--- src/rtl/fifo_ring_token_ctrl.sv ---
module fifo_ring_token_ctrl #(
  parameter int DEPTH = 4
) (
  input  logic                       clk,
  input  logic                       rst_n,
  input  logic                       first_load_n,
  input  logic                       xin_n,
  input  logic                       rt_n,
  input  logic                       wr_req,
  input  logic                       rd_req,
  output logic                       wr_en,
  output logic                       rd_en,
  output logic [$clog2(DEPTH)-1:0]   wr_addr,
  output logic [$clog2(DEPTH)-1:0]   rd_addr,
  output logic                       xout_n,
  output logic                       full_o,
  output logic                       empty_o,
  output logic                       half_o
);
  localparam int AW = $clog2(DEPTH);
  localparam int CW = $clog2(DEPTH + 1);
  localparam logic [AW-1:0] LAST = AW'(DEPTH - 1);

  logic          alone, wtok, rtok, nxt_w;
  logic [AW-1:0] wptr, rptr;
  logic [CW-1:0] cnt, wtot;

  wire loc_full  = (cnt == CW'(DEPTH));
  wire loc_empty = (cnt == '0);
  wire rewind    = alone & ~rt_n;

  assign wr_en   = wr_req & wtok & ~loc_full;
  assign rd_en   = rd_req & rtok & ~loc_empty & ~rewind;
  assign wr_addr = wptr;
  assign rd_addr = rptr;

  wire pass_w = wr_en & (wptr == LAST) & ~alone;
  wire pass_r = rd_en & (rptr == LAST) & ~alone;
  assign xout_n  = ~(pass_w | pass_r);

  assign full_o  = wtok & loc_full;
  assign empty_o = rtok & loc_empty;
  assign half_o  = alone & (cnt > CW'(DEPTH / 2));

  always_ff @(posedge clk) begin
    if (!rst_n) begin
      alone <= ~xin_n & first_load_n;
      wtok  <= ~first_load_n | ~xin_n;
      rtok  <= ~first_load_n | ~xin_n;
      nxt_w <= 1'b1;
      wptr  <= '0;
      rptr  <= '0;
      cnt   <= '0;
      wtot  <= '0;
    end else begin
      if (wr_en) begin
        wptr <= (wptr == LAST) ? '0 : wptr + 1'b1;
        if (wtot != CW'(DEPTH)) wtot <= wtot + 1'b1;
      end
      if (rewind) begin
        rptr <= '0;
        cnt  <= wtot;
      end else begin
        if (rd_en) rptr <= (rptr == LAST) ? '0 : rptr + 1'b1;
        cnt <= cnt + CW'(wr_en) - CW'(rd_en);
      end
      if (pass_w) wtok <= 1'b0;
      if (pass_r) rtok <= 1'b0;
      if (!alone && !xin_n) begin
        if (nxt_w) wtok <= 1'b1;
        else       rtok <= 1'b1;
        nxt_w <= ~nxt_w;
      end
    end
  end

  assert_count_bound_R3: assert property (@(posedge clk) disable iff (!rst_n)
    cnt <= CW'(DEPTH));
  assert_standalone_keeps_R2: assert property (@(posedge clk) disable iff (!rst_n)
    alone |-> (xout_n && wtok && rtok));
  assert_wtok_release_R5: assert property (@(posedge clk) disable iff (!rst_n)
    pass_w |=> !wtok);
  assert_rtok_release_R6: assert property (@(posedge clk) disable iff (!rst_n)
    pass_r |=> !rtok);
  assert_token_via_link_R7: assert property (@(posedge clk) disable iff (!rst_n)
    (!alone && $rose(wtok)) |-> $past(!xin_n));
  assert_no_half_in_ring_R9: assert property (@(posedge clk) disable iff (!rst_n)
    !alone |-> !half_o);
endmodule

--- config.mk ---
export PLATFORM = sky130hd
export DESIGN_NAME = fifo_ring_token_ctrl
export DESIGN_NICKNAME = d
export VERILOG_FILES = /design/src/rtl/fifo_ring_token_ctrl.sv
export SDC_FILE = /design/constraint.sdc
export NUM_CORES = 1
export LEC_CHECK = 0
export BUFFER_PORTS_ARGS = -buffer_cell sky130_fd_sc_hd__buf_2
export CORE_UTILIZATION = 45
export DETAILED_ROUTE_END_ITERATION = 10
export PLACE_DENSITY = 0.74
export SLEW_MARGIN = 30
export SYNTH_ARGS = -nofsm -noshare
export SYNTH_HDL_FRONTEND = slang
export SYNTH_SLANG_ARGS = --single-unit
--- constraint.sdc ---
create_clock -name clk -period 5.9 [get_ports clk]
set_clock_uncertainty 0.2 [all_clocks]
set_input_delay 0.885 -clock clk [delete_from_list [all_inputs] [get_ports clk]]
set_output_delay 0.885 -clock clk [all_outputs]
set_load 0.02 [all_outputs]
==> metrics.cfg, run 1 <==
[status]
status = complete, no violations

[clock_network]
cts_buffers = 3
hold_buffers = 0
cts_htree_levels = 1
clock_sinks = 14
cts_resized = 0
clock_latency_ns = 0.28
cts_tree = built
root_buffer = clkbuf_4
cts_max_path_buffers = 2
post_cts_buffers = 0
path_clk_slew_ns = 0.09

[setup_path]
rrSetupSlack_ns = 3.48
crit_family = simple AND/OR/NAND/NOR gates
r2r-end = cnt[2]
path_depth = 4
path_class = flop to output port
rr_worst_depth = 8
r2r_start = cnt[0]
path_cells = nor3b_2 > nor2_2 > a31oi_1 > buf_2
cp.arrival_ns = 1.70
crit_buf_inv = 1
critPathMaxFanout = 7
setup.worst_path.start_class = flop
cp.required_ns = 4.82
cp_slowest_stage_delay_ns = 0.46
cp-end-kind = output port
critical-path-slowest-cell = nor3b_2

[grt]
grt_use_total_pct = 18.95
grt_pass1_vias = 610
use_met1_pct = 23.98
grt.met2_usage_pct = 28.53
grt_pass1_wl_um = 2677
grt_busiest_layer = met2
grt_max_degree = 10
antenna_found_initial = 0
globalRouteOverflowTotal = 0
globalRouteMet3Util_pct = 6.939

[hold_path]
whs_path_depth = 2
hold_end = rd_addr[0]
hold_class = flop to flop
worstHoldStart = rd_addr[0]

[sta]
finalSetupViolations = 0
fmax_mhz = 358.8
tightest_slew_ns = 0.5022
fin_tns_setup_ns = 0
slew_viol_final = 0
hold_viol_final = 0
holdWs_ns = 0.2961
relSlewSlack_pct = 66.47
fin_crit_ns = 2.787
finalCritPeriodShare_pct = 47.23
rsz0062_at_grt = false

[logic_synthesis]
yosys_warnings = 0
syn_area_um2 = 803.3
ys.flop_type = dfxtp_1
synth_nets = 108
synthTopCellsByArea = dfxtp_1 32%, ha_1 9.3%, nand2_1 8.4%
yosysTopAreaCell = dfxtp_1
synth_cell_type_count = 31
seq_area_frac_synth_pct = 36.14
synth_seq_cells = 14
async_flop_share_pct = 0
synth_top_area_share_pct = 32.40
synth_edf_count = 1
syn_inst = 94
syn-mean-instance-area_um2 = 8.545

[floorplanning]
initial_core_util_pct = 50.39
core.rowCount = 14
core_um2 = 1594
ioPinCount = 17
die-area_um2 = 1958
fp.dieH_um = 44.25
die_w_um = 44.25

[finish]
design_area_um2 = 942.2
layout_commonest_cell = nand2_1
drive_gt1_share_pct = 23.21
multi_input_area_um2 = 483.0
fin_nets = 127
final_cell_mix = 18 x nand2_1, 16 x buf_2, 13 x dfxtp_1, 6 x a21oi_1, 6 x ha_1
nFillCells = 150
fin_cells = 136
syn2layout_area_growth_pct = 17.29
regArea_um2 = 290.3
n_antenna_cell = 0

[drt]
postRouteAntennaNets = 0
routed_wl_um = 1594
drc = 0
drt_iter0_drc = 12
vias = 709
via_per_inst = 5.213
avgRoutedWirePerCell_um = 11.72
dr.pass1.iters = 4

[placement]
placedCellCount = 132
placed_area_um2 = 905.9
io_buffer_count = 16
hpwlAfterDp_um = 1240
gp_congestion = 0.7673

[flow_run]
drv_cap = 0

[power_and_ir_drop]
power_w = 0.0003347
power.density_nw_per_um2 = 355.2
vdd_drop_max_mv = 0.1795
leakagePower_nw = 0.4106

[cells in the mapped netlist, types with 4 or more instances]
| master | number |
|---|---|
| dfxtp_1 | 13 |
| a21oi_1 | 6 |
| a31oi_1 | 4 |
| inv_1 | 5 |
| ha_1 | 6 |
| nand2_1 | 18 |
[how the worst max path moves through the flow]
stage	endpoint	from	slack, ns
2_1_floorplan	xout_n	wr_req	3.26
3_3_place_gp	xout_n	wr_req	3.18
3_5_place_dp	cnt[2]	rt_n	3.13
4_1_cts	xout_n	cnt[2]	3.12
5_1_grt	xout_n	cnt[2]	2.98
6_report	xout_n	cnt[2]	3.11
[metrics by stage]
step	utilization [%]	setup slack, ns
2_1_floorplan	-	3.258
3_3_place_gp	56.83	3.184
3_5_place_dp	56.83	3.130
4_1_cts	59.11	3.117
5_1_grt	59.11	2.984
6_report	59.11	3.113
[per-layer routing]
layer  part of all wire (%)  wire length, um
met1                     47              745
met4                    2.3               36
met5                      0                0
met3                    4.9               78
met2                     46              734
[cell type report]
type	count	share of cell area, %
inverters	6	2.390
flip-flops and latches	14	30.81
well taps	24	3.187
multi-input cells	72	51.26
repair buffers	16	8.499
clock buffers	4	3.851
[registers in the layout (all words and copies together) (netlist names)]
register  flops
rd_addr       2
wtok          1
nxt_w         1
alone         1
rtok          1
cnt           3
wr_addr       2
wtot          3
[cells by family after synthesis]
kind of cell,Yosys count,share of synthesized area [%]
simple gates,42,26.79
compound gates,19,16.66
xor+xnor,1,1.091
mux,3,3.738
flops,14,36.14
fa+ha+maj,7,11.84
buf+inv,8,3.738
[report_power, final]
| group | switching (W) | internal [W] | leakage [nW] | total, W |
|---|---|---|---|---|
| clock network | 0.0000320 | 0.0000376 | 0.0210 | 0.0000696 |
| logic | 0.0000770 | 0.0000573 | 0.273 | 0.000134 |
| registers | 0.0000198 | 0.000111 | 0.116 | 0.000131 |
[worst register-to-register path, cell delays in order, from the launching register on]
cell      delay [ns]
dfxtp_1         0.39
o311ai_2        0.53
or3_1           0.24
nand2_1         0.07
ha_1            0.20
fa_1            0.38
xnor2_1         0.17
nand2_1         0.06
a21oi_1         0.13
Note: power is estimated with default switching activity, not from simulation.
==> run 2: changes to the inputs <==
Settings changed: ABC_AREA from default to 1.
Clock period 5.9 ns to 2.9 ns, I/O delays scaled along.
==> metrics.cfg, run 2 <==
[logic_synthesis]
syn_inst = 108
yosys_warnings = 0
synth_edf_count = 1
seq_area_frac_synth_pct = 37.18
synth_top_area_share_pct = 33.33
syn_area_um2 = 780.7
synthTopCellsByArea = dfxtp_1 33%, ha_1 9.6%, nor2_1 8.7%
yosysTopAreaCell = dfxtp_1
synth_cell_type_count = 17
ys.flop_type = dfxtp_1
synth_seq_cells = 14
post-synth-top-count-cell = nor2_1
syn-mean-instance-area_um2 = 7.229
synth_nets = 122
ys_top_cells_by_count = 18 x nor2_1, 15 x inv_1, 14 x nand2_1
async_flop_share_pct = 0

[power_and_ir_drop]
sequentialPowerShare_pct = 41.3
p_int_w = 0.0003680
vdd_drop_max_mv = 0.2957
power_w = 0.0005773
power_frac_comb_pct = 34.0
p_sw_share_pct = 36.25
power.density_nw_per_um2 = 629.4
leakagePower_nw = 0.4814
clkPwrFrac_pct = 24.7
p_sw_w = 0.0002092

[finish]
post-route-util_pct = 58.83
nFillCells = 147
final_cell_mix = 18 x nor2_1, 16 x buf_2, 15 x inv_1, 14 x nand2_1, 13 x dfxtp_1
drive_gt1_share_pct = 25.00
n_antenna_cell = 0
layout_commonest_cell = nor2_1
top_regs = cnt (3), wtot (3)
syn2layout_area_growth_pct = 17.47
fin_nets = 143

[setup_path]
cp.arrival_ns = 2.16
path_class = flop to flop
rrSetupSlack_ns = 0.72
r2r-end = cnt[1]
setup.worst_path.start_class = flop
cp-end-kind = flop
critPathMaxFanout = 6
r2r_start = alone
rr_worst_depth = 9
cp.required_ns = 2.88
crit_path_end = cnt[1]
startpoint = alone

[clock_network]
path_clk_slew_ns = 0.09
post_cts_buffers = 0
cts_max_path_buffers = 2
cts_buffers = 3
root_buffer = clkbuf_4
cts_resized = 0
clock_latency_ns = 0.28
cts_tree = built
hold_buffers = 0
clock_sinks = 14
cts_htree_levels = 1

[flow_run]
drv_cap = 0

[floorplanning]
ioPinCount = 17
initial_core_util_pct = 50.08
die-area_um2 = 1906
core.rowCount = 14
die_w_um = 43.66
fp.dieH_um = 43.66
core_um2 = 1559

[grt]
globalRouteOverflowTotal = 0
grt_use_total_pct = 18.66
grt_max_degree = 9
grt_pass1_wl_um = 2594
antenna_found_initial = 0
grt_pass1_vias = 672

[sta]
relSlewSlack_pct = 82.68
fmax_mhz = 458.9
rsz0062_at_grt = false
tightest_slew_ns = 0.2598
worst_slack_ns = 0.7209
fin_tns_setup_ns = 0
finalCritPeriodShare_pct = 75.14
fin_crit_ns = 2.179
slew_viol_final = 0
holdWs_ns = 0.2323
finalSetupViolations = 0
hold_viol_final = 0

[placement]
gp_congestion = 0.8527
place_ws_ns = 0.7088
hpwlAfterDp_um = 1196
io_buffer_count = 16

[drt]
drt_iter0_drc = 10
dr.pass1.iters = 7
vias = 725
drc = 1
postRouteAntennaNets = 0
via_per_inst = 5.035
routed_wl_um = 1534
avgRoutedWirePerCell_um = 10.65

[status]
violations = design-rule violations
status = complete, but fails checks

[hold_path]
hold_class = input pin to flop

[run 2: power groups by stage]
stage               clock network [W]  registers (W)  logic, W
finish                       0.000143       0.000238  0.000196
global route                 0.000152       0.000243  0.000224
CTS                          0.000146       0.000239  0.000197
detailed placement                  0       0.000243  0.000195
global placement                    0       0.000242  0.000190
floorplan                           0       0.000249  0.000137
[run 2: stage by stage]
stage,area [um^2],cells
2_1_floorplan,780.7,108
3_3_place_gp,880.8,140
3_5_place_dp,880.8,140
4_1_cts,917.1,144
5_1_grt,917.1,144
6_report,917.1,144
[run 2: how the worst min path moves through the flow]
stage          slack (ns)  depth (start not counted)     from    endpoint
2_1_floorplan        0.25                          2     rtok        rtok
3_3_place_gp         0.28                          2  wtot[0]     wtot[0]
3_5_place_dp         0.28                          2     wtok        wtok
4_1_cts              0.23                          3    rst_n      cnt[2]
5_1_grt              0.24                          3    rst_n  wr_addr[0]
6_report             0.23                          3    rst_n  wr_addr[0]
[run 2: layout make-up]
class	instances	area, um^2	share of cell area, %
multi-input cells	73	409.1	44.61
flip-flops and latches	14	290.3	31.65
inverters	21	81.33	8.868
repair buffers	16	80.08	8.731
clock buffers	4	36.28	3.956
well taps	16	20.02	2.183
[run 2: per-layer routing]
layer / up-vias / global-route usage (%) / routed length (um) / share of wire, %
met4: 0 / 12.50 / 38 / 2.5
met3: 5 / 2.917 / 50 / 3.3
met5: - / 0 / 0 / 0
met2: 11 / 31.04 / 744 / 49
li1: 383 / - / - / -
met1: 326 / 21.99 / 701 / 46
[run 2: kinds of logic (layout without fill, tap and decap cells)]
| group | count (synthesis) | in the layout | synth area share (%) |
|---|---|---|---|
| flip-flops | 14 | 14 | 37.18 |
| AO/OA/AOI/OAI | 20 | 20 | 13.30 |
| adder cells (fa/ha/maj) | 7 | 7 | 12.18 |
| buffers and inverters | 21 | 41 | 10.42 |
| AND/OR/NAND/NOR | 45 | 45 | 25.80 |
| XOR/XNOR | 1 | 1 | 1.122 |
[run 2: critical path, stage by stage (launching register included)]
cell	delay [ns]
edfxtp_1	0.51
a21oi_2	0.23
nand2_2	0.09
clkinv_2	0.08
nand2_2	0.06
o21ai_0	0.08
ha_1	0.19
fa_1	0.41
o21ai_0	0.17
a21oi_1	0.06
==> run 3: changes to the inputs <==
Settings changed: PLACE_DENSITY 0.74 to 0.77.
Clock period 2.9 ns to 1.9 ns, I/O delays scaled along.
==> metrics.cfg, run 3 (same netlist as run 2, synthesis figures left out) <==
[floorplanning]
die-area_um2 = 1906
core_um2 = 1559
core.rowCount = 14
fp.dieH_um = 43.66
initial_core_util_pct = 50.08
die_w_um = 43.66
ioPinCount = 17

[clock_network]
path_clk_slew_ns = 0.09
root_buffer = clkbuf_4
cts_htree_levels = 1
clock_sinks = 14
hold_buffers = 0
cts_max_path_buffers = 2
cts_buffers = 3
clock_latency_ns = 0.28
cts_tree = built

[grt]
antenna_found_initial = 0
grt_pass1_wl_um = 2822
grt_use_total_pct = 19.78
grt_pass1_vias = 736
grt_max_degree = 9
globalRouteOverflowTotal = 0

[drt]
vias = 764
avgRoutedWirePerCell_um = 11.04
drt_iter0_drc = 13
postRouteAntennaNets = 0
via_per_inst = 4.961
dr.pass1.iters = 4
drc = 0
routed_wl_um = 1700

[power_and_ir_drop]
p_sw_share_pct = 35.79
sequentialPowerShare_pct = 38.1
clkPwrFrac_pct = 22.4
power_frac_comb_pct = 39.6
leakagePower_nw = 0.5311
power.density_nw_per_um2 = 945.4
p_int_w = 0.0006152
vdd_drop_max_mv = 0.6639
p_sw_w = 0.0003429

[finish]
fin_nets = 153
design_area_um2 = 1013
final_cell_mix = 17 x nor2_1, 16 x buf_2, 14 x inv_1, 14 x nand2_1
nFillCells = 140
n_antenna_cell = 0
top_regs = cnt (3), wtot (3)
layout_commonest_cell = nor2_1
post-route-util_pct = 65.01
drive_gt1_share_pct = 35.51
syn2layout_area_growth_pct = 29.81

[sta]
fin_crit_ns = 1.944
finalSetupViolations = 1
rsz0062_at_grt = true
hold_viol_final = 0
fmax_mhz = 514.4
finalCritPeriodShare_pct = 102.3
worst_slack_ns = -0.04409
slew_viol_final = 0
tightest_slew_ns = 0.2437
relSlewSlack_pct = 83.73

[placement]
placed_area_um2 = 948.4
gp_congestion = 0.8032
io_buffer_count = 16
hpwlAfterDp_um = 1302

[setup_path]
path_class = flop to flop
startpoint = alone
cp.required_ns = 1.87
setup.worst_path.start_class = flop
cp.arrival_ns = 1.91
r2r_start = alone
cp-end-kind = flop
critPathMaxFanout = 3

[hold_path]
hold_class = input pin to flop
worstHoldStart = xin_n

[status]
status = complete, but fails checks
violations = negative setup slack

[flow_run]
drv_cap = 0

-- run 3: cell count changes in the layout (fill, tap and decap cells not counted), sizes merged --
cell / change
buf: +10
-- run 3: cell type report --
type	instances	area [um^2]	area share (%)
flip-flops and latches	14	294.0	29.01
multi-input cells	73	422.9	41.73
inverters	21	85.08	8.395
well taps	16	20.02	1.975
clock buffers	4	36.28	3.580
repair buffers	26	155.1	15.31
-- run 3: stage by stage --
stage	hold WS, ns	total power, W	instances	setup TNS (ns)	setup slack, ns
6_report	0.1058	0.0009581	154	-0.04409	-0.04409
5_1_grt	0.09642	0.001027	154	-0.2454	-0.1439
4_1_cts	0.1027	0.0009528	153	-0.04140	-0.04140
3_5_place_dp	0.2802	0.0007265	147	-0.06666	-0.03592
3_3_place_gp	0.2737	0.0007129	147	0	0.004168
2_1_floorplan	0.2207	0.0006017	108	-0.08205	-0.08205
-- run 3: metal layers --
layer	up-vias	routed length (um)	GRT usage [%]
met5	-	0	0
met4	0	21	9.375
met3	4	51	2.917
met2	14	857	36.42
met1	345	770	21.91
li1	401	-	-
-- run 3: power groups by stage --
stage	Sequential [W]	Combinational, W	Clock [W]
detailed placement	0.000369	0.000358	0
global placement	0.000367	0.000346	0
floorplan	0.000380	0.000222	0
finish	0.000365	0.000379	0.000214
global route	0.000369	0.000423	0.000234
CTS	0.000362	0.000371	0.000220
-- run 3: repair_timing --
item | in CTS | in global routing
setup endpoints to repair | 2 | 3
buffers inserted | 2 | 1
pin swaps | 0 | 0
resized for setup | 1 | 4
-- run 3: worst max-delay path, cell delays in order (launching register included) --
cell	delay [ns]
edfxtp_1	0.41
a21oi_2	0.18
nand2_2	0.10
clkinv_4	0.06
nand2_4	0.04
o21ai_2	0.05
ha_2	0.19
fa_1	0.43
o21ai_1	0.13
a21oi_1	0.05
-- run 3: worst paths after layout --
path                                end  slack [ns]  cells after the start
worst min-delay path              alone        0.11                      2
worst max-delay path             cnt[1]       -0.04                      9
worst min register to register  wtot[0]        0.29                      2
worst max register to register   cnt[1]       -0.04                      9
